`src/rtl/adc_outpipe_pkg.sv`:
```
package adc_outpipe_pkg;

    // Default geometry of the output pipeline
    localparam int unsigned SAMPLE_W   = 10;  // output word width
    localparam int unsigned PCODE_W    = 4;   // pedestal code width
    localparam int unsigned PED_SHIFT  = 2;   // pedestal step = 2**PED_SHIFT LSB
    localparam int unsigned DATA_LAT   = 9;   // edges from capture to bus, data path
    localparam int unsigned BLANK_LAT  = 11;  // edges from capture to bus, blank tag

endpackage

```
`src/rtl/adc_pedestal_stage.sv`:
```
module adc_pedestal_stage #(
    parameter int unsigned DATA_W    = 10,
    parameter int unsigned CODE_W    = 4,
    parameter int unsigned PED_SHIFT = 2
) (
    input  logic              clk,
    input  logic              rst_n,
    input  logic [DATA_W-1:0] sample_i,
    input  logic [CODE_W-1:0] code_i,
    output logic [DATA_W-1:0] sum_o
);

    localparam int unsigned PED_W = CODE_W + PED_SHIFT;
    localparam int unsigned SUM_W = ((PED_W > DATA_W) ? PED_W : DATA_W) + 1;
    localparam logic [SUM_W-1:0] FULL_SCALE = SUM_W'({DATA_W{1'b1}});

    typedef struct packed {
        logic [DATA_W-1:0] sum;
    } ped_state_t;

    ped_state_t st_d, st_q;
    logic [SUM_W-1:0] wide_sum;

    always_comb begin
        st_d     = st_q;
        wide_sum = SUM_W'(sample_i) + (SUM_W'(code_i) << PED_SHIFT);
        if (wide_sum > FULL_SCALE) begin
            st_d.sum = {DATA_W{1'b1}};
        end else begin
            st_d.sum = wide_sum[DATA_W-1:0];
        end
    end

    always_ff @(posedge clk or negedge rst_n) begin
        if (!rst_n) begin
            st_q <= '0;
        end else begin
            st_q <= st_d;
        end
    end

    assign sum_o = st_q.sum;


    sat_no_wrap_chk: assert property (@(posedge clk) disable iff (!rst_n)
        1'b1 |=> (sum_o >= $past(sample_i)));


    ped_bound_chk: assert property (@(posedge clk) disable iff (!rst_n)
        1'b1 |=> (SUM_W'(sum_o) <= SUM_W'($past(sample_i)) + (SUM_W'($past(code_i)) << PED_SHIFT)));

endmodule

```
`src/rtl/adc_shift_line.sv`:
```
module adc_shift_line #(
    parameter int unsigned WIDTH = 10,
    parameter int unsigned DEPTH = 8
) (
    input  logic             clk,
    input  logic             rst_n,
    input  logic [WIDTH-1:0] din_i,
    output logic [WIDTH-1:0] tail_o
);

    localparam int unsigned FILL_W = $clog2(DEPTH + 1);
    localparam logic [FILL_W-1:0] FILL_MAX = FILL_W'(DEPTH);

    typedef struct packed {
        logic [DEPTH-1:0][WIDTH-1:0] stg;
    } line_state_t;

    line_state_t line_d, line_q;

    always_comb begin
        line_d        = line_q;
        line_d.stg[0] = din_i;
        for (int i = 1; i < int'(DEPTH); i++) begin
            line_d.stg[i] = line_q.stg[i-1];
        end
    end

    always_ff @(posedge clk or negedge rst_n) begin
        if (!rst_n) begin
            line_q <= '0;
        end else begin
            line_q <= line_d;
        end
    end

    assign tail_o = line_q.stg[DEPTH-1];

    // Edge counter since reset, saturating at the line depth
    logic [FILL_W-1:0] fill_q;
    always_ff @(posedge clk or negedge rst_n) begin
        if (!rst_n) begin
            fill_q <= '0;
        end else if (fill_q != FILL_MAX) begin
            fill_q <= fill_q + 1'b1;
        end
    end


    line_flush_chk: assert property (@(posedge clk) disable iff (!rst_n)
        (fill_q < FILL_MAX) |-> (tail_o == '0));

endmodule

```
`src/rtl/adc_outpipe.sv`:
```
module adc_outpipe
    import adc_outpipe_pkg::*;
#(
    parameter int unsigned DATA_W     = SAMPLE_W,
    parameter int unsigned CODE_W     = PCODE_W,
    parameter int unsigned STEP_SHIFT = PED_SHIFT,
    parameter int unsigned LAT_DATA   = DATA_LAT,
    parameter int unsigned LAT_BLANK  = BLANK_LAT
) (
    input  logic              clk,
    input  logic              rst_n,
    input  logic [DATA_W-1:0] sample_in,
    input  logic              pblk_n,
    input  logic              standby,
    input  logic [CODE_W-1:0] clamp_code,
    output logic [DATA_W-1:0] data_out
);

    // Pedestal register is stage one and the output register is the last
    // stage, so the data line holds the stages in between.
    localparam int unsigned DLINE_DEPTH = LAT_DATA - 1;
    localparam int unsigned TLINE_DEPTH = LAT_BLANK;
    localparam int unsigned RUN_W       = $clog2(LAT_BLANK + 1);
    localparam logic [RUN_W-1:0] RUN_MAX = RUN_W'(LAT_BLANK);

    logic [DATA_W-1:0] ped_sum;
    logic [DATA_W-1:0] data_tail;
    logic [0:0]        tag_in;
    logic [0:0]        tag_tail;

    adc_pedestal_stage #(
        .DATA_W    (DATA_W),
        .CODE_W    (CODE_W),
        .PED_SHIFT (STEP_SHIFT)
    ) u_ped (
        .clk      (clk),
        .rst_n    (rst_n),
        .sample_i (sample_in),
        .code_i   (clamp_code),
        .sum_o    (ped_sum)
    );

    adc_shift_line #(
        .WIDTH (DATA_W),
        .DEPTH (DLINE_DEPTH)
    ) u_data_line (
        .clk    (clk),
        .rst_n  (rst_n),
        .din_i  (ped_sum),
        .tail_o (data_tail)
    );

    assign tag_in = ~pblk_n;

    adc_shift_line #(
        .WIDTH (1),
        .DEPTH (TLINE_DEPTH)
    ) u_tag_line (
        .clk    (clk),
        .rst_n  (rst_n),
        .din_i  (tag_in),
        .tail_o (tag_tail)
    );

    typedef struct packed {
        logic [DATA_W-1:0] word;
    } out_state_t;

    out_state_t out_d, out_q;

    always_comb begin
        out_d = out_q;
        if (tag_tail[0]) begin
            out_d.word = '0;
        end else begin
            out_d.word = data_tail;
        end
    end

    always_ff @(posedge clk or negedge rst_n) begin
        if (!rst_n) begin
            out_q <= '0;
        end else begin
            out_q <= out_d;
        end
    end

    assign data_out = standby ? '0 : out_q.word;

    // Run-length counters of the preblank input, used only by the checks
    logic [RUN_W-1:0] lo_run_q;
    logic [RUN_W-1:0] hi_run_q;
    always_ff @(posedge clk or negedge rst_n) begin
        if (!rst_n) begin
            lo_run_q <= '0;
            hi_run_q <= '0;
        end else if (!pblk_n) begin
            hi_run_q <= '0;
            if (lo_run_q != RUN_MAX) lo_run_q <= lo_run_q + 1'b1;
        end else begin
            lo_run_q <= '0;
            if (hi_run_q != RUN_MAX) hi_run_q <= hi_run_q + 1'b1;
        end
    end


    blank_run_chk: assert property (@(posedge clk) disable iff (!rst_n)
        (lo_run_q == RUN_MAX) |=> (out_q.word == '0));


    blank_tail_chk: assert property (@(posedge clk) disable iff (!rst_n)
        tag_tail[0] |=> (out_q.word == '0));


    release_data_chk: assert property (@(posedge clk) disable iff (!rst_n)
        (hi_run_q == RUN_MAX) |=> (out_q.word == $past(data_tail)));

endmodule

```
`config.mk`:
```
export PLATFORM = sky130hd
export DESIGN_NAME = adc_outpipe
export DESIGN_NICKNAME = d
export VERILOG_FILES = /design/src/rtl/adc_outpipe_pkg.sv /design/src/rtl/adc_pedestal_stage.sv /design/src/rtl/adc_shift_line.sv /design/src/rtl/adc_outpipe.sv
export SDC_FILE = /design/constraint.sdc
export NUM_CORES = 1
export LEC_CHECK = 0
export ABC_AREA = 1
export BUFFER_PORTS_ARGS = -buffer_cell sky130_fd_sc_hd__buf_4
export CAP_MARGIN = 20
export CORE_UTILIZATION = 57
export DETAILED_ROUTE_END_ITERATION = 10
export HOLD_SLACK_MARGIN = 0.15
export PLACE_DENSITY = 0.87
export RECOVER_POWER = 25
export SETUP_SLACK_MARGIN = 0.02
export SYNTH_ARGS = -nofsm -noshare
export SYNTH_HDL_FRONTEND = slang
export SYNTH_HIERARCHICAL = 1
export SYNTH_SLANG_ARGS = --single-unit
```
`constraint.sdc`:
```
create_clock -name clk -period 1 [get_ports clk]
set_clock_uncertainty 0.2 [all_clocks]
set_input_delay 0.2 -clock clk [delete_from_list [all_inputs] [get_ports clk]]
set_output_delay 0.2 -clock clk [all_outputs]
set_load 0.02 [all_outputs]
```
[Word level (Yosys, flattened, before mapping)]
Index checks and enable logic that the tools add are counted.
Word-level totals
  register bits: 111
  input port bits: 18
Cells by class
  add/sub/neg operators: 1
  magnitude comparators: 1
  muxes and demuxes: 3
  bitwise logic cells: 1
Operators by type and width (number)
  $mux W10: 3
  $add A10 B6 Y11: 1
  $gt A11 B10 Y1 const B: 1
  $not A1 Y1: 1

[Longest topological paths before layout]
  depth in word-level cells: 3
  depth in mapped cells: 8

[By module]
The synthesis kept the hierarchy.
By module, submodules not included
  adc_shift_line at u_data_line: instances 1, cells each 80, area an instance 2001.9 um2
  adc_pedestal_stage: instances 1, cells each 70, area an instance 564.3 um2
  adc_outpipe: instances 1, cells each 53, area an instance 426.7 um2
  adc_shift_line at u_tag_line: instances 1, cells each 11, area an instance 275.3 um2

[Least setup slack after synthesis]
No wires, ideal clock.
  path kind: input to register
  start point: input sample_in[2]
  end point: register u_ped.st_q (netlist bit u_ped/sum_o[4])
  library setup time: 0.130 ns
  data arrival time: 1.206 ns
  slack: -0.537 ns
  stages: 6
  buffers on the path: 0
  path through: ha_1 fa_1 nand3_1 nand2_2 nand2_2 o21ai_0
RTL lines
  start, declared: line adc_outpipe.sv:12  | input logic [DATA_W-1:0] sample_in,
  end signal, assigned: line adc_pedestal_stage.sv:38  | st_q <= st_d;
  end, declared: line adc_pedestal_stage.sv:21  | ped_state_t st_d, st_q;

[Final worst setup path]
  start point: register out_q[2] (netlist bit)
  end point: output data_out[2]
On the way
  longest elaborated chain between the ends: 1
Ends and longest elaborated chain
  start, declared: line adc_outpipe.sv:69  | out_state_t out_d, out_q;
  start signal, assigned: line adc_outpipe.sv:84  | out_q <= out_d;
  $mux W10: line adc_outpipe.sv:88  | assign data_out = standby ? '0 : out_q.word;
  end, declared: line adc_outpipe.sv:16  | output logic [DATA_W-1:0] data_out
No other way between the ends.

==> impl_metrics.prom <==
# TYPE chip_impl_metric gauge
chip_impl_metric{name="biggest_fanout_along_the_worst_timing_path",unit=""} 1
chip_impl_metric{name="worst-r2r-cell-count",unit=""} 1
chip_impl_metric{name="layout.nets",unit=""} 288
chip_impl_metric{name="average_instance_area_after_synthesis",unit="sq um"} 15.3
chip_impl_metric{name="detail_route.wirelength",unit="um"} 4280
chip_impl_metric{name="final_period_minus_worst_setup_slack",unit="ns"} 1.37
chip_impl_metric{name="netlist_area",unit="sq mm"} 0.00327
chip_impl_metric{name="clock_tree.htree_level_count",unit=""} 3
chip_impl_metric{name="fin_worst_hold_slack",unit="ns"} -0.104
chip_impl_metric{name="grt_start_max_net_pins",unit=""} 56
chip_impl_metric{name="drc_errors",unit=""} 0
chip_impl_metric{name="detail_route.first_pass.iterations",unit=""} 4
chip_impl_metric{name="yosysTopAreaCellShare",unit=""} 0.850
chip_impl_metric{name="maxSlewViolCount",unit=""} 0
chip_impl_metric{name="die_h",unit="um"} 77.7
chip_impl_metric{name="total_negative_setup_slack",unit="ns"} -7.36
chip_impl_metric{name="worstMarginPinSlew",unit="ns"} 0.390
chip_impl_metric{name="area.growth.synth_to_final",unit="%"} 24.9
chip_impl_metric{name="number_of_port_buffers",unit=""} 27
chip_impl_metric{name="floorplan.rows",unit=""} 27
chip_impl_info{name="holdCritPathClass",value="in -> reg"} 1
chip_impl_metric{name="grt_antenna_before_repair",unit=""} 0
chip_impl_metric{name="synth_warn",unit=""} 6
chip_impl_metric{name="design.portCount",unit=""} 28
chip_impl_metric{name="layout.cells.non_filler",unit=""} 342
chip_impl_metric{name="tritoncts.num_buffers",unit=""} 9
chip_impl_metric{name="floorplan.die_area",unit="sq mm"} 0.00604
chip_impl_metric{name="achievable-frequency",unit="GHz"} 0.731
chip_impl_info{name="run_status",value="finished, violations left"} 1
chip_impl_info{name="synth_top_cells_by_area",value="dfrtp_1 85%, inv_1 3.6%, nand2_1 3.0%, nor2_1 2.6%, ha_1 1.5%"} 1
chip_impl_metric{name="worstPathRequired",unit="ns"} 0.60
chip_impl_metric{name="final_antenna_net_count",unit=""} 0
chip_impl_metric{name="worstSkewPairLatency",unit="ns"} 0.35
chip_impl_metric{name="clkSlewWorstSetupHoldPaths",unit="ns"} 0.09
chip_impl_metric{name="start_util",unit=""} 0.594
chip_impl_metric{name="num_antenna_cells",unit=""} 0
chip_impl_metric{name="drive_gt1_frac",unit=""} 0.307
chip_impl_metric{name="post_cts.repair.setup_buffers",unit=""} 0
chip_impl_metric{name="via_per_instance_ratio",unit=""} 4.60
chip_impl_metric{name="timing.final.setup_violations",unit=""} 90
chip_impl_metric{name="max_cap_violations",unit=""} 0
chip_impl_metric{name="wire_per_inst",unit="um"} 12.5
chip_impl_info{name="buffer_type_at_the_clock_tree_root",value="clkbuf_8"} 1
chip_impl_info{name="critical_path_class",value="reg -> out"} 1
chip_impl_metric{name="place_inst",unit=""} 320
chip_impl_info{name="rsz0062_at_grt",value="true"} 1
chip_impl_metric{name="power.density",unit="mW/mm^2"} 2060
chip_impl_metric{name="ys_seq_area_frac",unit=""} 0.850
chip_impl_metric{name="drt_iter0_markers",unit=""} 42
chip_impl_metric{name="clkSinkCount",unit=""} 111
chip_impl_metric{name="post-route-worst-setup-slack",unit="ns"} -0.369
chip_impl_metric{name="synth.distinct_cells",unit=""} 14
chip_impl_metric{name="power.leakage",unit="nW"} 1.99
chip_impl_metric{name="max-clock-path-buffers",unit=""} 2
chip_impl_metric{name="grt.overflow.total",unit=""} 0
chip_impl_metric{name="num_vias",unit=""} 1574
chip_impl_metric{name="num-fill-cells",unit=""} 343
chip_impl_metric{name="ys_seq_elements",unit=""} 111
chip_impl_metric{name="ir_worst_vdd",unit="V"} 0.000856
chip_impl_metric{name="number_of_hold_violations_in_the_final_report",unit=""} 4
chip_impl_metric{name="worst_path_arrival",unit="ns"} 0.97
chip_impl_metric{name="timing.hold.worst_path_depth",unit=""} 3
chip_impl_metric{name="first_global_vias",unit=""} 1613
chip_impl_metric{name="pre_cts_ws",unit="ns"} -0.578
chip_impl_metric{name="gp_congestion",unit=""} 0.742
chip_impl_metric{name="post-route-util",unit=""} 0.741
chip_impl_metric{name="grt_pass1_wl",unit="um"} 7150
chip_impl_metric{name="synthCells",unit=""} 214
chip_impl_info{name="crit_start_category",value="flop"} 1
chip_impl_metric{name="relSlewSlack",unit=""} 0.739
chip_impl_info{name="tritoncts",value="done"} 1
chip_impl_info{name="worst_setup_path_end_kind",value="output pin"} 1
chip_impl_info{name="yosysTopAreaCell",value="dfrtp_1"} 1
chip_impl_metric{name="grtUsageTotal",unit=""} 0.164
chip_impl_metric{name="mapped_nets",unit=""} 237
chip_impl_metric{name="die_width",unit="um"} 77.7
chip_impl_metric{name="timing.final.crit_share",unit=""} 1.37
chip_impl_metric{name="hpwlAfterDp",unit="um"} 2620
chip_impl_info{name="failing_checks",value="hold timing, setup timing"} 1
chip_impl_metric{name="core_area",unit="sq mm"} 0.00551
-- routing by layer --
metal | vias up | share of wire | track usage
li1 | 739 | - | -
met3 | 8 | 0.043 | 0.0647
met5 | - | 0 | 0
met1 | 788 | 0.40 | 0.187
met2 | 39 | 0.54 | 0.276
met4 | 0 | 0.011 | 0.0679
-- worst max-delay path: stages (launching register included) --
cell,delay (ns)
dfrtp_1,0.34
inv_1,0.04
nor2_2,0.11
buf_6,0.12
-- repair_timing --
item | in CTS | in global routing
hold buffers | 5 | 1
endpoints found under the hold margin | 122 | 121
resized for setup | 20 | 11
gates cloned | 1 | 1
pin swaps | 9 | 9
setup endpoints to repair | 21 | 96
-- layout make-up --
| cell class | count | area (sq um) | share of cell area |
|---|---|---|---|
| clock buffers | 13 | 169 | 0.0414 |
| flip-flops and latches | 111 | 2780 | 0.681 |
| clock inverters | 3 | 47.5 | 0.0116 |
| repair buffers | 41 | 397 | 0.0971 |
| inverters | 31 | 116 | 0.0285 |
| well taps | 72 | 90.1 | 0.0221 |
| multi-input cells | 71 | 484 | 0.119 |
-- cell families after synthesis --
group,count (synthesis),share of synthesized area
adder cells (fa/ha/maj),5,0.0214
AO/OA/AOI/OAI,2,0.00306
XOR/XNOR,2,0.00536
flip-flops,111,0.850
buffers and inverters,33,0.0425
AND/OR/NAND/NOR,61,0.0777
-- flip-flops by register name, summed over array words and instances, names as in the netlist --
name	cells
out_q	10
u_data_line/line_d	70
u_data_line/tail_o	10
u_ped/sum_o	10
u_tag_line/line_d	10
u_tag_line/tail_o	1
-- layout by cell type (no fill, tap or decap), types with 2 or more instances in the layout --
master / instances
dlygate4sd3_1: 4
inv_6: 2
inv_1: 29
nor2_2: 9
inv_2: 2
buf_6: 13
dfrtp_1: 110
nor2_1: 12
nand2_4: 2
nand3_1: 5
nor2_4: 2
nand3_2: 2
nand4_1: 2
nand2_1: 22
buf_4: 22
clkbuf_8: 12
nand2_2: 4
ha_4: 2
-- where the power goes --
part / internal (mW) / switching [mW] / total [mW]
clock: 1.38 / 1.35 / 2.74
combinational: 0.253 / 0.324 / 0.577
sequential: 4.96 / 0.134 / 5.09
total: 6.60 / 1.81 / 8.41
-- path summary, 6_finish.rpt --
kind | to | slack [ns] | startpoint
setup / recovery | data_out[2] | -0.37 | out_q[2]$_DFF_PN0_
hold / removal | u_ped/sum_o[9]$_DFF_PN0_ | -0.10 | sample_in[9]
setup reg to reg | out_q[1]$_DFF_PN0_ | 0.09 | u_tag_line/tail_o$_DFF_PN0_
hold reg to reg | u_data_line/line_d[33]$_DFF_PN0_ | 0.15 | u_data_line/line_d[23]$_DFF_PN0_
max in group asynchronous | out_q[1]$_DFF_PN0_ | -0.08 | rst_n
min in group asynchronous | out_q[2]$_DFF_PN0_ | 0.08 | rst_n
-- stage by stage --
stage	area, sq um	power (mW)
finish	4080	8.41
global route	4080	8.78
CTS	4040	8.48
detailed placement	3690	5.69
global placement	3690	5.62
floorplan	3330	5.38
-- cells in the mapped netlist --
cell	number
a21oi_1	1
buf_6	2
dfrtp_1	111
fa_1	1
ha_1	4
inv_1	31
nand2_1	26
nand2_2	2
nand3_1	7
nand4_1	2
nor2_1	23
nor3_2	1
o21ai_0	1
xnor2_1	2
(Power assumes the default switching activity.)
